[config.mk]
export PLATFORM = sky130hd
export DESIGN_NAME = seg_xlate
export DESIGN_NICKNAME = d
export VERILOG_FILES = /design/src/rtl/seg_xlate_pkg.sv /design/src/rtl/seg_addr_gen.sv /design/src/rtl/seg_desc_cache.sv /design/src/rtl/seg_xlate_calc.sv /design/src/rtl/seg_xlate.sv
export SDC_FILE = /design/constraint.sdc
export NUM_CORES = 1
export LEC_CHECK = 0
export BUFFER_PORTS_ARGS = -buffer_cell sky130_fd_sc_hd__buf_2
export CAP_MARGIN = 20
export CORE_ASPECT_RATIO = 2
export CORE_MARGIN = 4
export CORE_UTILIZATION = 52
export DETAILED_ROUTE_END_ITERATION = 8
export PLACE_DENSITY = 0.88
export RECOVER_POWER = 100
export SYNTH_ARGS = -nofsm -noshare
export SYNTH_HDL_FRONTEND = slang
export SYNTH_SLANG_ARGS = --single-unit
[constraint.sdc]
create_clock -name clk_i -period 4.2 [get_ports clk_i]
set_clock_uncertainty 0.15 [all_clocks]
set_input_delay 1.05 -clock clk_i [delete_from_list [all_inputs] [get_ports clk_i]]
set_output_delay 1.05 -clock clk_i [all_outputs]
set_load 0.02 [all_outputs]
[src/rtl/seg_xlate_pkg.sv]
package seg_xlate_pkg;
  localparam int unsigned ADDR_W   = 32;
  localparam int unsigned SEL_W    = 16;
  localparam int unsigned LIMIT_W  = 20;
  localparam int unsigned RIGHTS_W = 12;

  typedef enum logic [1:0] {
    ST_IDLE = 2'd0,
    ST_LO   = 2'd1,
    ST_HI   = 2'd2
  } fetch_st_e;
endpackage

[src/rtl/seg_addr_gen.sv]
module seg_addr_gen #(
  parameter int unsigned SEL_W  = 16,
  parameter int unsigned ADDR_W = 32
) (
  input  logic [SEL_W-1:0]  sel_i,
  input  logic [ADDR_W-1:0] gdt_base_i,
  input  logic [ADDR_W-1:0] ldt_base_i,
  output logic [ADDR_W-1:0] desc_addr_o
);
  localparam int unsigned IDX_LSB  = 3;
  localparam int unsigned IDX_W    = SEL_W - IDX_LSB;
  localparam int unsigned DESC_SH  = 3; // 8-byte descriptors

  logic [IDX_W-1:0]  idx;
  logic [ADDR_W-1:0] tbl_base;

  assign idx         = sel_i[SEL_W-1:IDX_LSB];
  assign tbl_base    = sel_i[2] ? ldt_base_i : gdt_base_i;
  assign desc_addr_o = tbl_base + (ADDR_W'(idx) << DESC_SH);
endmodule

[src/rtl/seg_desc_cache.sv]
module seg_desc_cache #(
  parameter int unsigned SEL_W    = 16,
  parameter int unsigned ADDR_W   = 32,
  parameter int unsigned LIMIT_W  = 20,
  parameter int unsigned RIGHTS_W = 12
) (
  input  logic                clk_i,
  input  logic                rst_ni,
  input  logic [SEL_W-1:0]    sel_i,
  input  logic                load_i,
  input  logic [SEL_W-1:0]    load_sel_i,
  input  logic [ADDR_W-1:0]   load_base_i,
  input  logic [LIMIT_W-1:0]  load_limit_i,
  input  logic [RIGHTS_W-1:0] load_rights_i,
  output logic                hit_o,
  output logic [ADDR_W-1:0]   base_o,
  output logic [LIMIT_W-1:0]  limit_o,
  output logic [RIGHTS_W-1:0] rights_o
);
  logic             valid_q;
  logic [SEL_W-1:0] sel_q;

  always_ff @(posedge clk_i or negedge rst_ni) begin
    if (!rst_ni) begin
      valid_q  <= 1'b0;
      sel_q    <= '0;
      base_o   <= '0;
      limit_o  <= '0;
      rights_o <= '0;
    end else if (load_i) begin
      valid_q  <= 1'b1;
      sel_q    <= load_sel_i;
      base_o   <= load_base_i;
      limit_o  <= load_limit_i;
      rights_o <= load_rights_i;
    end
  end

  assign hit_o = valid_q && (sel_q == sel_i);
endmodule

[src/rtl/seg_xlate_calc.sv]
module seg_xlate_calc #(
  parameter int unsigned ADDR_W  = 32,
  parameter int unsigned LIMIT_W = 20
) (
  input  logic [ADDR_W-1:0]  base_i,
  input  logic [LIMIT_W-1:0] limit_i,
  input  logic [ADDR_W-1:0]  off_i,
  input  logic               paging_en_i,
  output logic [ADDR_W-1:0]  lin_o,
  output logic               fault_o,
  output logic [ADDR_W-1:0]  phys_o,
  output logic               phys_valid_o
);
  assign fault_o      = off_i > ADDR_W'(limit_i);
  assign lin_o        = fault_o ? '0 : base_i + off_i;
  assign phys_valid_o = !fault_o && !paging_en_i;
  assign phys_o       = phys_valid_o ? lin_o : '0;
endmodule

[src/rtl/seg_xlate.sv]
module seg_xlate
  import seg_xlate_pkg::*;
#(
  parameter int unsigned AW  = ADDR_W,
  parameter int unsigned SW  = SEL_W,
  parameter int unsigned LW  = LIMIT_W,
  parameter int unsigned RW  = RIGHTS_W
) (
  input  logic          clk_i,
  input  logic          rst_ni,
  input  logic          req_i,
  input  logic [SW-1:0] sel_i,
  input  logic [AW-1:0] off_i,
  input  logic [AW-1:0] gdt_base_i,
  input  logic [AW-1:0] ldt_base_i,
  input  logic          paging_en_i,
  output logic          busy_o,
  output logic          done_o,
  output logic          fault_o,
  output logic [AW-1:0] lin_addr_o,
  output logic [AW-1:0] phys_addr_o,
  output logic          phys_valid_o,
  output logic [1:0]    rpl_o,
  output logic [RW-1:0] rights_o,
  output logic          mem_req_o,
  output logic [AW-1:0] mem_addr_o,
  input  logic [AW-1:0] mem_rdata_i,
  input  logic          mem_rvalid_i
);
  localparam int unsigned HI_OFS = 4;

  fetch_st_e     st_q;
  logic [SW-1:0] sel_q;
  logic [AW-1:0] off_q;
  logic [AW-1:0] addr_q;
  logic [AW-1:0] lo_q;

  logic [AW-1:0] desc_addr;
  logic          c_hit;
  logic [AW-1:0] c_base;
  logic [LW-1:0] c_limit;
  logic [RW-1:0] c_rights;

  logic          idle_hit;
  logic          hi_done;
  logic          load;

  logic [AW-1:0] u_base;
  logic [LW-1:0] u_limit;
  logic [RW-1:0] u_rights;
  logic [AW-1:0] u_off;
  logic [SW-1:0] u_sel;
  logic [AW-1:0] r_lin;
  logic [AW-1:0] r_phys;
  logic          r_fault;
  logic          r_pv;

  seg_addr_gen #(.SEL_W(SW), .ADDR_W(AW)) addr_gen_i (
    .sel_i       (sel_i),
    .gdt_base_i  (gdt_base_i),
    .ldt_base_i  (ldt_base_i),
    .desc_addr_o (desc_addr)
  );

  assign idle_hit = (st_q == ST_IDLE) && req_i && c_hit;
  assign hi_done  = (st_q == ST_HI) && mem_rvalid_i;
  assign load     = hi_done;

  seg_desc_cache #(.SEL_W(SW), .ADDR_W(AW), .LIMIT_W(LW), .RIGHTS_W(RW)) cache_i (
    .clk_i         (clk_i),
    .rst_ni        (rst_ni),
    .sel_i         (sel_i),
    .load_i        (load),
    .load_sel_i    (sel_q),
    .load_base_i   (lo_q),
    .load_limit_i  (mem_rdata_i[LW-1:0]),
    .load_rights_i (mem_rdata_i[LW+RW-1:LW]),
    .hit_o         (c_hit),
    .base_o        (c_base),
    .limit_o       (c_limit),
    .rights_o      (c_rights)
  );

  // result source: fresh descriptor on fetch end, cache on hit
  always_comb begin
    if (st_q == ST_HI) begin
      u_base   = lo_q;
      u_limit  = mem_rdata_i[LW-1:0];
      u_rights = mem_rdata_i[LW+RW-1:LW];
      u_off    = off_q;
      u_sel    = sel_q;
    end else begin
      u_base   = c_base;
      u_limit  = c_limit;
      u_rights = c_rights;
      u_off    = off_i;
      u_sel    = sel_i;
    end
  end

  seg_xlate_calc #(.ADDR_W(AW), .LIMIT_W(LW)) calc_i (
    .base_i       (u_base),
    .limit_i      (u_limit),
    .off_i        (u_off),
    .paging_en_i  (paging_en_i),
    .lin_o        (r_lin),
    .fault_o      (r_fault),
    .phys_o       (r_phys),
    .phys_valid_o (r_pv)
  );

  always_ff @(posedge clk_i or negedge rst_ni) begin
    if (!rst_ni) begin
      st_q   <= ST_IDLE;
      sel_q  <= '0;
      off_q  <= '0;
      addr_q <= '0;
      lo_q   <= '0;
    end else begin
      unique case (st_q)
        ST_IDLE: if (req_i && !c_hit) begin
          sel_q  <= sel_i;
          off_q  <= off_i;
          addr_q <= desc_addr;
          st_q   <= ST_LO;
        end
        ST_LO: if (mem_rvalid_i) begin
          lo_q <= mem_rdata_i;
          st_q <= ST_HI;
        end
        ST_HI: if (mem_rvalid_i) st_q <= ST_IDLE;
        default: st_q <= ST_IDLE;
      endcase
    end
  end

  always_ff @(posedge clk_i or negedge rst_ni) begin
    if (!rst_ni) begin
      done_o       <= 1'b0;
      fault_o      <= 1'b0;
      phys_valid_o <= 1'b0;
      lin_addr_o   <= '0;
      phys_addr_o  <= '0;
      rpl_o        <= '0;
      rights_o     <= '0;
    end else begin
      done_o       <= idle_hit || hi_done;
      fault_o      <= (idle_hit || hi_done) && r_fault;
      phys_valid_o <= (idle_hit || hi_done) && r_pv;
      if (idle_hit || hi_done) begin
        lin_addr_o  <= r_lin;
        phys_addr_o <= r_phys;
        rpl_o       <= u_sel[1:0];
        rights_o    <= u_rights;
      end
    end
  end

  assign busy_o     = (st_q != ST_IDLE);
  assign mem_req_o  = busy_o;
  assign mem_addr_o = (st_q == ST_HI) ? addr_q + AW'(HI_OFS) : addr_q;
endmodule

Yosys cells after proc, flatten, opt, wreduce, memory -nomap -nowiden
Index checks and enable logic that the tools add are counted.
- register bits: 276
- output and inout port bits: 115
- input port bits: 149
- reductions and logical operators: 17
- equal/unequal tests: 6
- muxes and demuxes: 13
- add/subtract/negate cells: 3
- order comparisons: 1
- operators with widths (cell ; number):
    32-bit 2-to-1 mux ; 6
    32-bit by 16-bit adder with 32-bit output ; 1
    32-bit by 3-bit adder with 32-bit output (second input constant) ; 1
    32-bit adder ; 1
    32-bit by 20-bit > comparator with 1-bit output ; 1
    20-bit 2-to-1 mux ; 1
    16-bit equality test ; 1
    12-bit 2-to-1 mux ; 1
    1-bit logical AND ; 8
    2-bit 2-to-1 mux ; 4
    2-bit case mux with 3 select lines ; 1
    2-bit inequality test (second input constant) ; 2
    2-bit AND reduction ; 2
    1-bit zero test ; 3
    3-bit AND reduction ; 1
    2-bit by 1-bit equality test with 1-bit output (second input constant) ; 1
    2-bit equality test (second input constant) ; 1
    2-bit zero test ; 1
    2-bit by 1-bit inequality test with 1-bit output (second input constant) ; 1
    2-bit nonzero test ; 1
    1-bit logical OR ; 1

Logic depth before layout (Yosys ltp)
- word-level depth: 6
- gate-level depth with buffers: 18
- depth with buffers taken out: 15

Cells and area by module
A second synthesis with hierarchy kept.
- cell total of the unflattened synthesis: 1606
- area, all modules: 16288.1 µm²
- modules (own cells, without submodules) (module ; sequential area each (µm²) ; area an instance (µm²) ; cells each ; instances):
    seg_xlate ; 4879.7 ; 9091.2 ; 842 ; 1
    seg_desc_cache ; 2026.9 ; 3160.5 ; 193 ; 1
    seg_xlate_calc ; 0.0 ; 2587.5 ; 399 ; 1
    seg_addr_gen ; 0.0 ; 1448.9 ; 172 ; 1

Worst setup path after synthesis
OpenSTA, ideal clock, no wires.
- path type: input to register
- start: input port sel_i[2]
- end: register addr_q[31]
- data arrival time: 4.682 ns
- required time: 3.917 ns
- path buffers: 5
- setup time: 0.133 ns
- path slack: -0.765 ns
- stages on the path: 15
- cells stage by stage: clkbuf_1 -> buf_2 -> buf_2 -> buf_1 -> clkbuf_1 -> mux2i_1 -> fa_1 -> nor2b_1 -> o211ai_1 -> a32oi_1 -> a211oi_1 -> nor3_1 -> nor3b_1 -> xor2_1 -> o21ai_0
- cells in the longest elaborated chain, start to end: 5
- elaborated cells on any way between the ends: 7
- classes of those cells: add/sub (1); eq/ne (1); mux (1); reduce/logical (4)
- RTL lines (what ; line ; RTL):
    start, declared ; seg_xlate.sv:12 ; input logic [SW-1:0] sel_i,
    parallel branches: the longest is 5 deep, another holds 32-bit by 16-bit adder with 32-bit output ; - ;
    end signal, assigned ; seg_xlate.sv:124 ; addr_q <= desc_addr;
    end, declared ; seg_xlate.sv:35 ; logic [AW-1:0] addr_q;
Several ways; the timed one is not identified.
A chain may end at the register's enable or synchronous reset.

Final worst setup path
Ends and elaborated chain as after synthesis.

==> reports/results.ini <==
[timing]
tns_ns=0
worstMarginPinSlew_ns=2.32
worst_slack_ns=0.116
finalCriticalPeriod_ns=4.08
setup_viol=0
max_clock_freq_mhz=245
grt_setup_unrepaired=no
fin_crit_sh=0.972
slew_viol_final=237
finalHoldViolCount=0
max-slew-margin-rel=-0.547

[cells_and_area]
multiInputGateArea_mm2=0.00808
seqCellArea_mm2=0.00691
mostFrequentLayoutCells=687 x nand2_1, 276 x dfrtp_1, 148 x buf_2
drive_above_1_share=0.145
syn_to_final_growth_pct=16.5
final_common_cell=nand2_1
stdcell_count=2383
finalNetCount=2217
fillers=2498
final_core_util=0.617

[routing]
vias=13600
via_per_inst=5.72
ant_nets=0
drc=0
wirelength_um=44100
first_iter_violations=741
wl_per_cell_um=18.5
dr.pass1.iters=5

[yosys]
synth_edf_count=0
synth_area_per_cell_um2=8.72
ys_seq_area_frac=0.449
syn_area_mm2=0.0154
ys_seq_elements=276
syn-num-nets=1981
syn_inst=1765
async_reset_ff_frac=1.00
synth_top_flop_cell=dfrtp_1
synth_cell_types=61
yosysWarnings=0

[grt]
overflow=0
grt_pass1_vias=13900
antenna_found_initial=8
grt_pass1_wl_um=70600
grt_max_degree=90
grtUsageTotal=0.268

[setup_path]
cp_max_fo=25
crit_path_end_kind=flip-flop
critical_path_class=primary input to flip-flop
rr_worst_depth=15
arrival_ns=4.32
crit_required_ns=4.44
critPathLaunchType=primary input

[clock_network]
clockRootBuffer=clkbuf_16
clockBufferDepth=3
clock-sinks=276
worstSkewPairLatency_ns=0.55
cts_tree=yes
path_clk_slew_ns=0.07
hold_buffers=0
htree_levels=1
cts_buffers=25

[die]
core.rowCount=88
die-area_mm2=0.0326
die_w_um=130
io_pins=264
core_mm2=0.0291
fp.dieH_um=251
start_util=0.529

[placement]
numPortBuffers=263
detailedPlace.worstSlack_ns=0.0115
routabilityCongestion=1.01
dp_cells=2331
dpl.hpwl_um=32800

[pwr]
ir_drop_mv=0.555
p_leak_nw=9.18
power_density_mw_per_mm2=746

[outcome]
outcome=finished, violations left
failed_checks=capacitance limit, slew limit

[hold_path]
min-delay-path-class=flip-flop to flip-flop
min_path_cells=1

[flow_run]
drv_cap=4

==> layer usage <==
| metal | vias up | routed length [um] | global-route usage |
|---|---|---|---|
| met5 | - | 52 | 0 |
| met4 | 8 | 2520 | 0.143 |
| met3 | 150 | 2290 | 0.0293 |
| met2 | 496 | 23700 | 0.496 |
| met1 | 6562 | 15600 | 0.291 |
| li1 | 6415 | - | - |
==> per-stage QoR <==
stage / hold WS, ns / power [mW] / area (um2)
finish: 0.319 / 13.4 / 17900
global route: 0.339 / 14.3 / 17900
CTS: 0.323 / 13.4 / 18100
detailed placement: 0.302 / 10.8 / 17200
global placement: 0.298 / 10.6 / 17200
floorplan: 0.285 / 8.75 / 15400
==> path summary, 6_finish.rpt <==
kind,from,endpoint,slack (ns)
worst max-delay path,sel_i[2],addr_q[31],0.12
worst min-delay path,cache_i.valid_q,cache_i.valid_q,0.32
worst max register to register,st_q[1],phys_addr_o[15],0.25
worst min register to register,cache_i.valid_q,cache_i.valid_q,0.32
max in group asynchronous,rst_ni,cache_i.rights_o[7],0.73
min in group asynchronous,rst_ni,off_q[5],0.95
==> critical path, cell delays in order <==
cell and delay, ns:
clkbuf_1 0.36, buf_4 0.28, clkbuf_2 0.54, mux2_2 0.41, ha_1 0.22, or3_1 0.36, a211oi_1 0.45, nor3_2 0.16
nor3b_1 0.19, xor2_1 0.19, o21ai_0 0.09
==> final cells by class <==
class                           instances  area share
Clock buffer                           28      0.0361
Inverter                               25     0.00524
Sequential cell                       276       0.385
Clock inverter                         17      0.0139
Tap cell                              360      0.0251
Timing Repair Buffer                  298      0.0828
Multi-Input combinational cell       1375       0.451
Antenna cell                            4    0.000558
==> flip-flops by register name (all words and copies together), names as in the netlist <==
signal	count
sel_q	16
fault_o	1
cache_i.valid_q	1
cache_i.rights_o	12
off_q	32
phys_addr_o	32
addr_q	32
rpl_o	2
lo_q	32
done_o	1
cache_i.base_o	32
cache_i.limit_o	20
phys_valid_o	1
st_q	2
cache_i.sel_q	16
rights_o	12
lin_addr_o	32
==> power breakdown <==
| group | internal (mW) | switching, mW | total (mW) |
|---|---|---|---|
| combinational | 2.45 | 4.12 | 6.57 |
| sequential | 3.60 | 0.674 | 4.27 |
| clock | 1.48 | 1.04 | 2.52 |
==> timing repair <==
action                                  CTS  global route
resized for setup                         3             2
setup buffers                             2             0
endpoints found under the setup margin    7             2
gates cloned                              0             0
pin swaps                                 1             0
==> Yosys cell counts (20+ instances only) <==
cell,count,area share
nand2_1,687,0.17
dfrtp_1,276,0.45
o21ai_0,74,0.024
clkbuf_1,68,0.017
ha_1,65,0.053
xnor2_1,64,0.036
a22o_1,54,0.031
mux2i_1,49,0.032
mux2_2,45,0.033
a21oi_1,41,0.013
xor2_1,39,0.022
nor2_1,35,0.0085
nand3_1,29,0.0094
inv_1,24,0.0059
a21o_1,20,0.0098
nand4_1,20,0.0081
==> cell families (layout without fill, tap and decap cells) <==
group	after synthesis	in the layout	synth area share
AND/OR/NAND/NOR	848	848	0.227
flip-flops	276	276	0.449
AO/OA/AOI/OAI	263	263	0.116
buffers and inverters	114	368	0.0294
XOR/XNOR	103	103	0.0586
multiplexers	94	94	0.0648
adder cells (fa/ha/maj)	67	67	0.0555
other	0	4	0
Power figures use the tool's default switching activity.
